File: config.mk
export PLATFORM = sky130hd
export DESIGN_NAME = panel_wr_bus
export DESIGN_NICKNAME = d
export VERILOG_FILES = /design/src/rtl/panel_wr_pkg.sv /design/src/rtl/panel_wr_trig.sv /design/src/rtl/panel_wr_seq.sv /design/src/rtl/panel_wr_bus.sv
export SDC_FILE = /design/constraint.sdc
export NUM_CORES = 1
export LEC_CHECK = 0
export BUFFER_PORTS_ARGS = -buffer_cell sky130_fd_sc_hd__buf_2
export CORE_MARGIN = 2
export CORE_UTILIZATION = 60
export CTS_CLUSTER_SIZE = 8
export DETAILED_ROUTE_END_ITERATION = 8
export GPL_TIMING_DRIVEN = 0
export PLACE_DENSITY = 0.93
export SYNTH_ARGS = -nofsm -noshare
export SYNTH_HDL_FRONTEND = slang
export SYNTH_SLANG_ARGS = --single-unit
File: constraint.sdc
create_clock -name clk -period 7.5 [get_ports clk]
set_input_delay 1.125 -clock clk [delete_from_list [all_inputs] [get_ports clk]]
set_output_delay 1.125 -clock clk [all_outputs]
set_load 0.05 [all_outputs]
File: src/rtl/panel_wr_pkg.sv
// Shared types for the parallel panel write engine.
// Assumes a 20-bit configuration word with the field layout given in the brief.
package panel_wr_pkg;
    localparam int PH_W = 4;

    typedef enum logic [2:0] {
        PH_IDLE, PH_FETCH, PH_CSS, PH_WRS, PH_ACT, PH_HOLD
    } phase_e;

    typedef struct packed {
        logic [PH_W-1:0] css;
        logic [PH_W-1:0] wrs;
        logic [PH_W-1:0] act;
        logic [PH_W-1:0] hold;
    } timing_t;

    // Split the configuration word into its phase lengths.
    function automatic timing_t decode_timing(input logic [19:0] w);
        timing_t t;
        t.css  = w[19:16];
        t.wrs  = w[15:12];
        t.act  = w[11:8];
        t.hold = w[7:4];
        return t;
    endfunction
endpackage

File: src/rtl/panel_wr_trig.sv
// Trigger latch, TE edge gate and frame-done interrupt bit.
// Assumes te is already in the clk domain and frame_done is a one-cycle pulse.
module panel_wr_trig (
    input  logic       clk,
    input  logic       rst_n,
    input  logic       en,
    input  logic [1:0] trig_ctl,
    input  logic       irq_en,
    input  logic       irq_clr,
    input  logic       te,
    input  logic       seq_idle,
    input  logic       frame_done,
    output logic       launch,
    output logic       busy,
    output logic       irq_pend
);
    logic te_q;
    logic pending;
    logic accept;
    logic te_rise;

    assign te_rise = te & ~te_q;
    assign accept  = en & trig_ctl[0] & trig_ctl[1] & ~busy;
    assign launch  = pending & te_rise & seq_idle & en;

    // Remember te for edge detection.
    always_ff @(posedge clk) begin
        if (!rst_n) te_q <= 1'b0;
        else        te_q <= te;
    end

    // Pending request: set by an accepted trigger, consumed by a launch.
    always_ff @(posedge clk) begin
        if (!rst_n) pending <= 1'b0;
        else        pending <= (pending & ~launch) | accept;
    end

    // Triggering state: entered only with the interrupt enabled, left at frame end.
    always_ff @(posedge clk) begin
        if (!rst_n)                busy <= 1'b0;
        else if (frame_done)       busy <= 1'b0;
        else if (accept && irq_en) busy <= 1'b1;
    end

    // Interrupt pending bit: set at frame end, cleared by a write of one.
    always_ff @(posedge clk) begin
        if (!rst_n)          irq_pend <= 1'b0;
        else if (frame_done) irq_pend <= 1'b1;
        else if (irq_clr)    irq_pend <= 1'b0;
    end


    busy_hold_chk: assert property (@(posedge clk) disable iff (!rst_n)
        busy && !frame_done |=> busy);

    no_busy_wo_irq_chk: assert property (@(posedge clk) disable iff (!rst_n)
        !irq_en && !busy |=> !busy);

    irq_clear_chk: assert property (@(posedge clk) disable iff (!rst_n)
        irq_clr && !frame_done |=> !irq_pend);
endmodule

File: src/rtl/panel_wr_seq.sv
// Strobe sequencer: takes one word at a time and walks the phases chip-select
// setup, write setup, write active and write hold. Phases of length zero are
// skipped; write active always lasts act+1 cycles.
// Assumes launch arrives only while idle; timing and frame size are latched at launch.
module panel_wr_seq #(
    parameter int DW = 16,
    parameter int NW = 20
) (
    input  logic                   clk,
    input  logic                   rst_n,
    input  logic                   launch,
    input  panel_wr_pkg::timing_t  tm,
    input  logic [NW-1:0]          words,
    input  logic                   pix_valid,
    input  logic [DW-1:0]          pix_data,
    output logic                   pix_ready,
    output logic                   cs_n,
    output logic                   wr_n,
    output logic [DW-1:0]          db,
    output logic                   idle,
    output logic                   done
);
    import panel_wr_pkg::*;

    phase_e          st;
    logic [PH_W-1:0] cnt;
    timing_t         tl;
    logic [NW-1:0]   left;
    logic [DW-1:0]   dq;
    phase_e          first_st;
    logic [PH_W-1:0] first_cnt;
    logic            last_word;

    assign last_word = (left == NW'(1));

    // Pick the first phase after a word is taken, skipping empty setups.
    always_comb begin
        if (tl.css != '0) begin
            first_st  = PH_CSS;
            first_cnt = tl.css - 1'b1;
        end else if (tl.wrs != '0) begin
            first_st  = PH_WRS;
            first_cnt = tl.wrs - 1'b1;
        end else begin
            first_st  = PH_ACT;
            first_cnt = tl.act;
        end
    end

    // Phase state machine with per-phase down counter and word countdown.
    always_ff @(posedge clk) begin
        if (!rst_n) begin
            st   <= PH_IDLE;
            cnt  <= '0;
            tl   <= '0;
            left <= '0;
            dq   <= '0;
            done <= 1'b0;
        end else begin
            done <= 1'b0;
            case (st)
                PH_IDLE: if (launch) begin
                    tl   <= tm;
                    left <= words;
                    if (words == '0) done <= 1'b1;
                    else             st   <= PH_FETCH;
                end
                PH_FETCH: if (pix_valid) begin
                    dq  <= pix_data;
                    st  <= first_st;
                    cnt <= first_cnt;
                end
                PH_CSS: begin
                    if (cnt != '0)         cnt <= cnt - 1'b1;
                    else if (tl.wrs != '0) begin st <= PH_WRS; cnt <= tl.wrs - 1'b1; end
                    else                   begin st <= PH_ACT; cnt <= tl.act; end
                end
                PH_WRS: begin
                    if (cnt != '0) cnt <= cnt - 1'b1;
                    else           begin st <= PH_ACT; cnt <= tl.act; end
                end
                PH_ACT, PH_HOLD: begin
                    if (cnt != '0) cnt <= cnt - 1'b1;
                    else if (st == PH_ACT && tl.hold != '0) begin
                        st  <= PH_HOLD;
                        cnt <= tl.hold - 1'b1;
                    end else begin
                        left <= left - 1'b1;
                        if (last_word) begin st <= PH_IDLE; done <= 1'b1; end
                        else           st <= PH_FETCH;
                    end
                end
                default: st <= PH_IDLE;
            endcase
        end
    end

    assign idle      = (st == PH_IDLE);
    assign pix_ready = (st == PH_FETCH);
    assign cs_n      = !(st inside {PH_CSS, PH_WRS, PH_ACT, PH_HOLD});
    assign wr_n      = (st != PH_ACT);
    assign db        = dq;


    wr_in_cs_chk: assert property (@(posedge clk) disable iff (!rst_n)
        !wr_n |-> !cs_n);

    ready_off_bus_chk: assert property (@(posedge clk) disable iff (!rst_n)
        pix_ready |-> cs_n);

    db_stable_chk: assert property (@(posedge clk) disable iff (!rst_n)
        !cs_n && $past(!cs_n) |-> $stable(db));
endmodule

File: src/rtl/panel_wr_bus.sv
// Top of the parallel panel write engine: joins the trigger latch and the
// strobe sequencer and forms the frame size and interrupt output.
// Assumes te and all inputs are synchronous to clk.
module panel_wr_bus #(
    parameter int DW = 16,
    parameter int WW = 10,
    parameter int HW = 10
) (
    input  logic          clk,
    input  logic          rst_n,
    input  logic [19:0]   cfg_word,
    input  logic [1:0]    trig_ctl,
    input  logic          irq_en,
    input  logic          irq_clr,
    input  logic [WW-1:0] frame_w,
    input  logic [HW-1:0] frame_h,
    input  logic          te,
    input  logic          pix_valid,
    input  logic [DW-1:0] pix_data,
    output logic          pix_ready,
    output logic          cs_n,
    output logic          wr_n,
    output logic [DW-1:0] db,
    output logic          busy,
    output logic          irq
);
    import panel_wr_pkg::*;
    localparam int NW = WW + HW;

    logic          launch;
    logic          seq_idle;
    logic          frame_done;
    logic          irq_pend;
    logic [NW-1:0] words;
    timing_t       tm;

    assign words = NW'(frame_w) * NW'(frame_h);
    assign tm    = decode_timing(cfg_word);
    assign irq   = irq_pend & irq_en;

    panel_wr_trig trig_i (
        .clk        (clk),
        .rst_n      (rst_n),
        .en         (cfg_word[0]),
        .trig_ctl   (trig_ctl),
        .irq_en     (irq_en),
        .irq_clr    (irq_clr),
        .te         (te),
        .seq_idle   (seq_idle),
        .frame_done (frame_done),
        .launch     (launch),
        .busy       (busy),
        .irq_pend   (irq_pend)
    );

    panel_wr_seq #(.DW(DW), .NW(NW)) seq_i (
        .clk       (clk),
        .rst_n     (rst_n),
        .launch    (launch),
        .tm        (tm),
        .words     (words),
        .pix_valid (pix_valid),
        .pix_data  (pix_data),
        .pix_ready (pix_ready),
        .cs_n      (cs_n),
        .wr_n      (wr_n),
        .db        (db),
        .idle      (seq_idle),
        .done      (frame_done)
    );


    launch_starts_chk: assert property (@(posedge clk) disable iff (!rst_n)
        launch && words != '0 |=> !seq_idle);
endmodule

==> flow_summary_export.csv <==
group,metric,value,unit
pwr,netSwitchingPower,1.04,mW
critical_path,worstReg2RegStart,"seq_i.tl[8]",
placed_design,detailed_place.area,0.00750,mm^2
critical_path,number_of_cells_on_the_critical_path,19,
synthesis,synth-seq-cells,64,
synthesis,synth_cell_type_count,57,
critical_path,timing.critical_path.mode_cell,"fa_1",
clock_tree,clk_pin_slew_worst_paths,0.06,ns
pwr,power-per-cell-area,286,mW/mm^2
clock_tree,clkSinkCount,64,
layout,diodes,0,
pwr,total_power,2.23,mW
sta,layout_min_cycle_time,6.73,ns
die,design.die.area,0.0125,mm^2
sta,slew_headroom,0.409,
clock_tree,clock_tree_buf_depth,2,
pwr,switching_share,0.464,
synthesis,synth_top_cell_by_area,"dfxtp_1",
sta,setup_tns,0,ns
drt,routed_via_density,5.99,
layout,areaGrowthSynthToFinish,12.1,%
synthesis,yosys.area_share.simple,0.239,
synthesis,number_of_nets_in_the_synthesized_netlist,1046,
critical_path,crit_startpoint,"frame_w[4]",
synthesis,yosys_warnings,0,
critical_path,worstSetupEndpointType,"register",
critical_path,crit_path_end,"seq_i.st[0]",
drt,postRouteAntennaNets,0,
critical_path,reg2regPathDepth,10,
critical_path,timing.critical_path.from_type,"input pin",
pwr,power_frac_seq,0.159,
synthesis,largest_family_of_logic_cells_by_synthesized_area,"adder cells",
clock_tree,insertion_delay,0.35,ns
synthesis,synthXorXnorAreaFrac,0.0214,
synthesis,synth_top_cell_area_share,0.184,
pwr,irDropWorstVdd,0.217,mV
global_routing,grt_remaining_overflow,0,
critical_path,ff2ff_setup_slack,4.88,ns
clock_tree,tritoncts.num_buffers,9,
critical_path,worstPathCellList,"clkbuf_1, nand2_1, fa_1, inv_1, fa_1, ha_1, fa_1, inv_1, fa_1, inv_1, ha_1, and3_1, a221oi_4, xnor2_1, or4_1, nor4b_2, nand4b_1, o41ai_1, a21oi_1",
critical_path,arrival,6.94,ns
pwr,static_leakage_power,3.66,nW
drt,num_vias,6513,
sta,report.final.slew_viol_count,0,
synthesis,cell_area_after_synthesis,0.00697,mm^2
clock_tree,tritoncts,"yes",
die,die_h,112,um
global_routing,grt.total_usage,0.284,
drt,drt_iter0_drc,583,
clock_tree,cts_repair_resize_count,0,
drt,route.detailed.drc,0,
global_routing,grt_max_degree,14,
die,floorplan.rows,39,
sta,fin_worst_skew,0.0101,ns
sta,rsz0062_at_grt,"false",
sta,timing_hold_violations_final,0,
critical_path,crit_family,"adder cells",
drt,drt_pass1_iterations,7,
die,die_width,112,um
layout,post_route_design_area,0.00781,mm^2
drt,wl_per_cell,15.4,um
sta,post-route-period-util,0.897,
clock_tree,root_cell_of_the_clock_tree,"clkbuf_16",
global_routing,antenna_found_initial,0,
critical_path,crit_fanout,10,
sta,worst-slew-pin-transition,0.885,ns
synthesis,synth_flop_cell,"dfxtp_1",
clock_tree,cts_htree_levels,3,
critical_path,r2r-end,"seq_i.cnt[1]",
global_routing,grt_pass1_wl,29700,um
synthesis,yosys-mux-area-fraction,0.0302,
synthesis,synth.avg_cell_area,8.13,um^2
pwr,power.share.clock,0.190,
drt,drt_wl_total,16800,um
critical_path,max_stage_delay,0.57,ns
layout,fillers,868,
placed_design,dpl.hpwl,12800,um
pwr,intPower,1.20,mW
critical_path,path_buf_inv,4,
synthesis,synth_edf_count,0,
sta,timing.fmax,149,MHz
placed_design,io_buffers,71,
pwr,p_comb_frac,0.651,
die,io-pin-count,85,
min_path,hold_path.class,"reg2reg",
outcome,outcome,"finished clean",
critical_path,critPathRequiredTime,7.71,ns
synthesis,post_synth_inst_count,857,
synthesis,ys_async_sr_fraction,0,
layout,final_net_count,1128,
critical_path,worst_path_max_delay_cell,"or4_1",
critical_path,worst-setup-path-type,"in2reg",
clock_tree,cts_hold_repair.buffers,0,
global_routing,first_global_vias,6518,
synthesis,compound_gate_portion_of_the_synthesized_area,0.172,
die,core_area,0.0114,mm^2
synthesis,portion_of_the_post_synthesis_area_used_by_sequential_elements,0.184,
clock_tree,post_cts.repair.setup_buffers,0,
placed_design,replace_congestion,0.955,
synthesis,yosys.area_share.adder,0.291,
flow_run,max_cap_viol_count,0,
synthesis,synth.area.top_cells,"dfxtp_1, fa_1, ha_1",
sta,timing.final.setup_violations,0,
layout,share_of_cells_above_drive_strength_1,0.103,
die,floorplan.initialDensity,0.613,
power groups by stage:
stage                     combinational (mW)  sequential, mW  clock [mW]
after global placement                  1.38           0.362           0
after detailed placement                1.42           0.363           0
after floorplan                         1.12           0.366           0
final                                   1.45           0.356       0.424
after global routing                    1.65           0.357       0.446
after CTS                               1.44           0.356       0.431
placed cells by master (no fill, tap or decap), types with 5 or more instances in the layout:
master     synthesis  final
a21oi_1           54     54
nand2_1           99     99
clkbuf_1          37     37
dfxtp_1           64     64
nor2b_1           25     25
nor3_1            18     18
and2_1            76     76
fa_1              62     62
nor2_1            56     56
o22ai_1            6      6
clkbuf_16          0      9
o211ai_1           6      6
buf_2              0     71
nor4_1            10     10
a22oi_1            9      9
xor2_1             6      6
nor3b_1            6      6
a21boi_0          20     20
nand4b_1           5      5
inv_1             78     78
mux2i_1           21     21
o21a_1             5      5
o21ai_0           49     49
ha_1              63     63
xnor2_1           11     11
nand3_1           11     11
Yosys cell counts (5+ instances only):
cell and n:
and2_1 76, ha_1 63, nand2_1 99, fa_1 62
nor2b_1 25, a21boi_0 20, nor3b_1 6, nor3_1 18
clkbuf_1 37, nor2_1 56, inv_1 78, dfxtp_1 64
nor4_1 10, o21ai_0 49, a21oi_1 54, nand3_1 11
o22ai_1 6, mux2i_1 21, nand4b_1 5, xor2_1 6
o21a_1 5, a22oi_1 9, xnor2_1 11, o211ai_1 6
metrics by stage:
step	std cells	setup WS, ns	hold WS, ns	utilization
2_1_floorplan	857	1.21	0.399	-
3_3_place_gp	1071	0.626	0.423	0.660
3_5_place_dp	1071	0.526	0.425	0.660
4_1_cts	1087	0.835	0.429	0.687
5_1_grt	1087	0.545	0.453	0.687
6_report	1087	0.771	0.431	0.687
logic make-up after synthesis:
kind of cell	Yosys count
muxes	21
buffers and inverters	116
AOI/OAI and AO/OA	186
and+or+nand+nor	328
DFF	64
adders and majority gates	125
xor gates and xnor gates	17
worst min-delay path by stage:
stage / from / endpoint / cells after the start / slack [ns]
after global placement: seq_i.done / trig_i.busy / 1 / 0.42
after detailed placement: seq_i.done / trig_i.busy / 1 / 0.42
after floorplan: seq_i.done / trig_i.busy / 1 / 0.40
final: seq_i.done / trig_i.busy / 1 / 0.43
after CTS: seq_i.done / trig_i.busy / 1 / 0.43
after global routing: seq_i.done / trig_i.busy / 1 / 0.45
layout make-up:
class                           count  area (um^2)  share of cell area
Timing Repair Buffer               71          355              0.0455
Inverter                           78          293              0.0375
Sequential cell                    64         1280               0.164
Clock buffer                        9          225              0.0288
Clock inverter                      7         81.3              0.0104
Buffer                             38          143              0.0183
Multi-Input combinational cell    677         5250               0.672
Tap cell                          143          179              0.0229
registers in the layout, indices dropped and copies added, names as in the netlist:
signal / cells
seq_i.db: 16
trig_i.pending: 1
trig_i.busy: 1
trig_i.te_q: 1
seq_i.left: 20
seq_i.tl: 16
seq_i.cnt: 4
seq_i.st: 3
trig_i.irq_pend: 1
seq_i.done: 1
routing by layer:
layer  up-vias  part of all wire  GRT usage
met4         0             0.024     0.0897
met2       312              0.50      0.501
li1       3083                 -          -
met1      3066              0.41      0.348
met5         -                 0          0
met3        52             0.070     0.0588
worst register-to-register path, stage by stage (launching register included):
cell and delay (ns):
dfxtp_1 0.33, inv_1 0.08, ha_1 0.22, nor3b_1 0.75, mux2i_1 0.33, nand2_1 0.08
a221oi_1 0.32, a21oi_1 0.07, a21oi_1 0.12, nand2_1 0.07, o211a_1 0.15
Power figures use the tool's default switching activity.
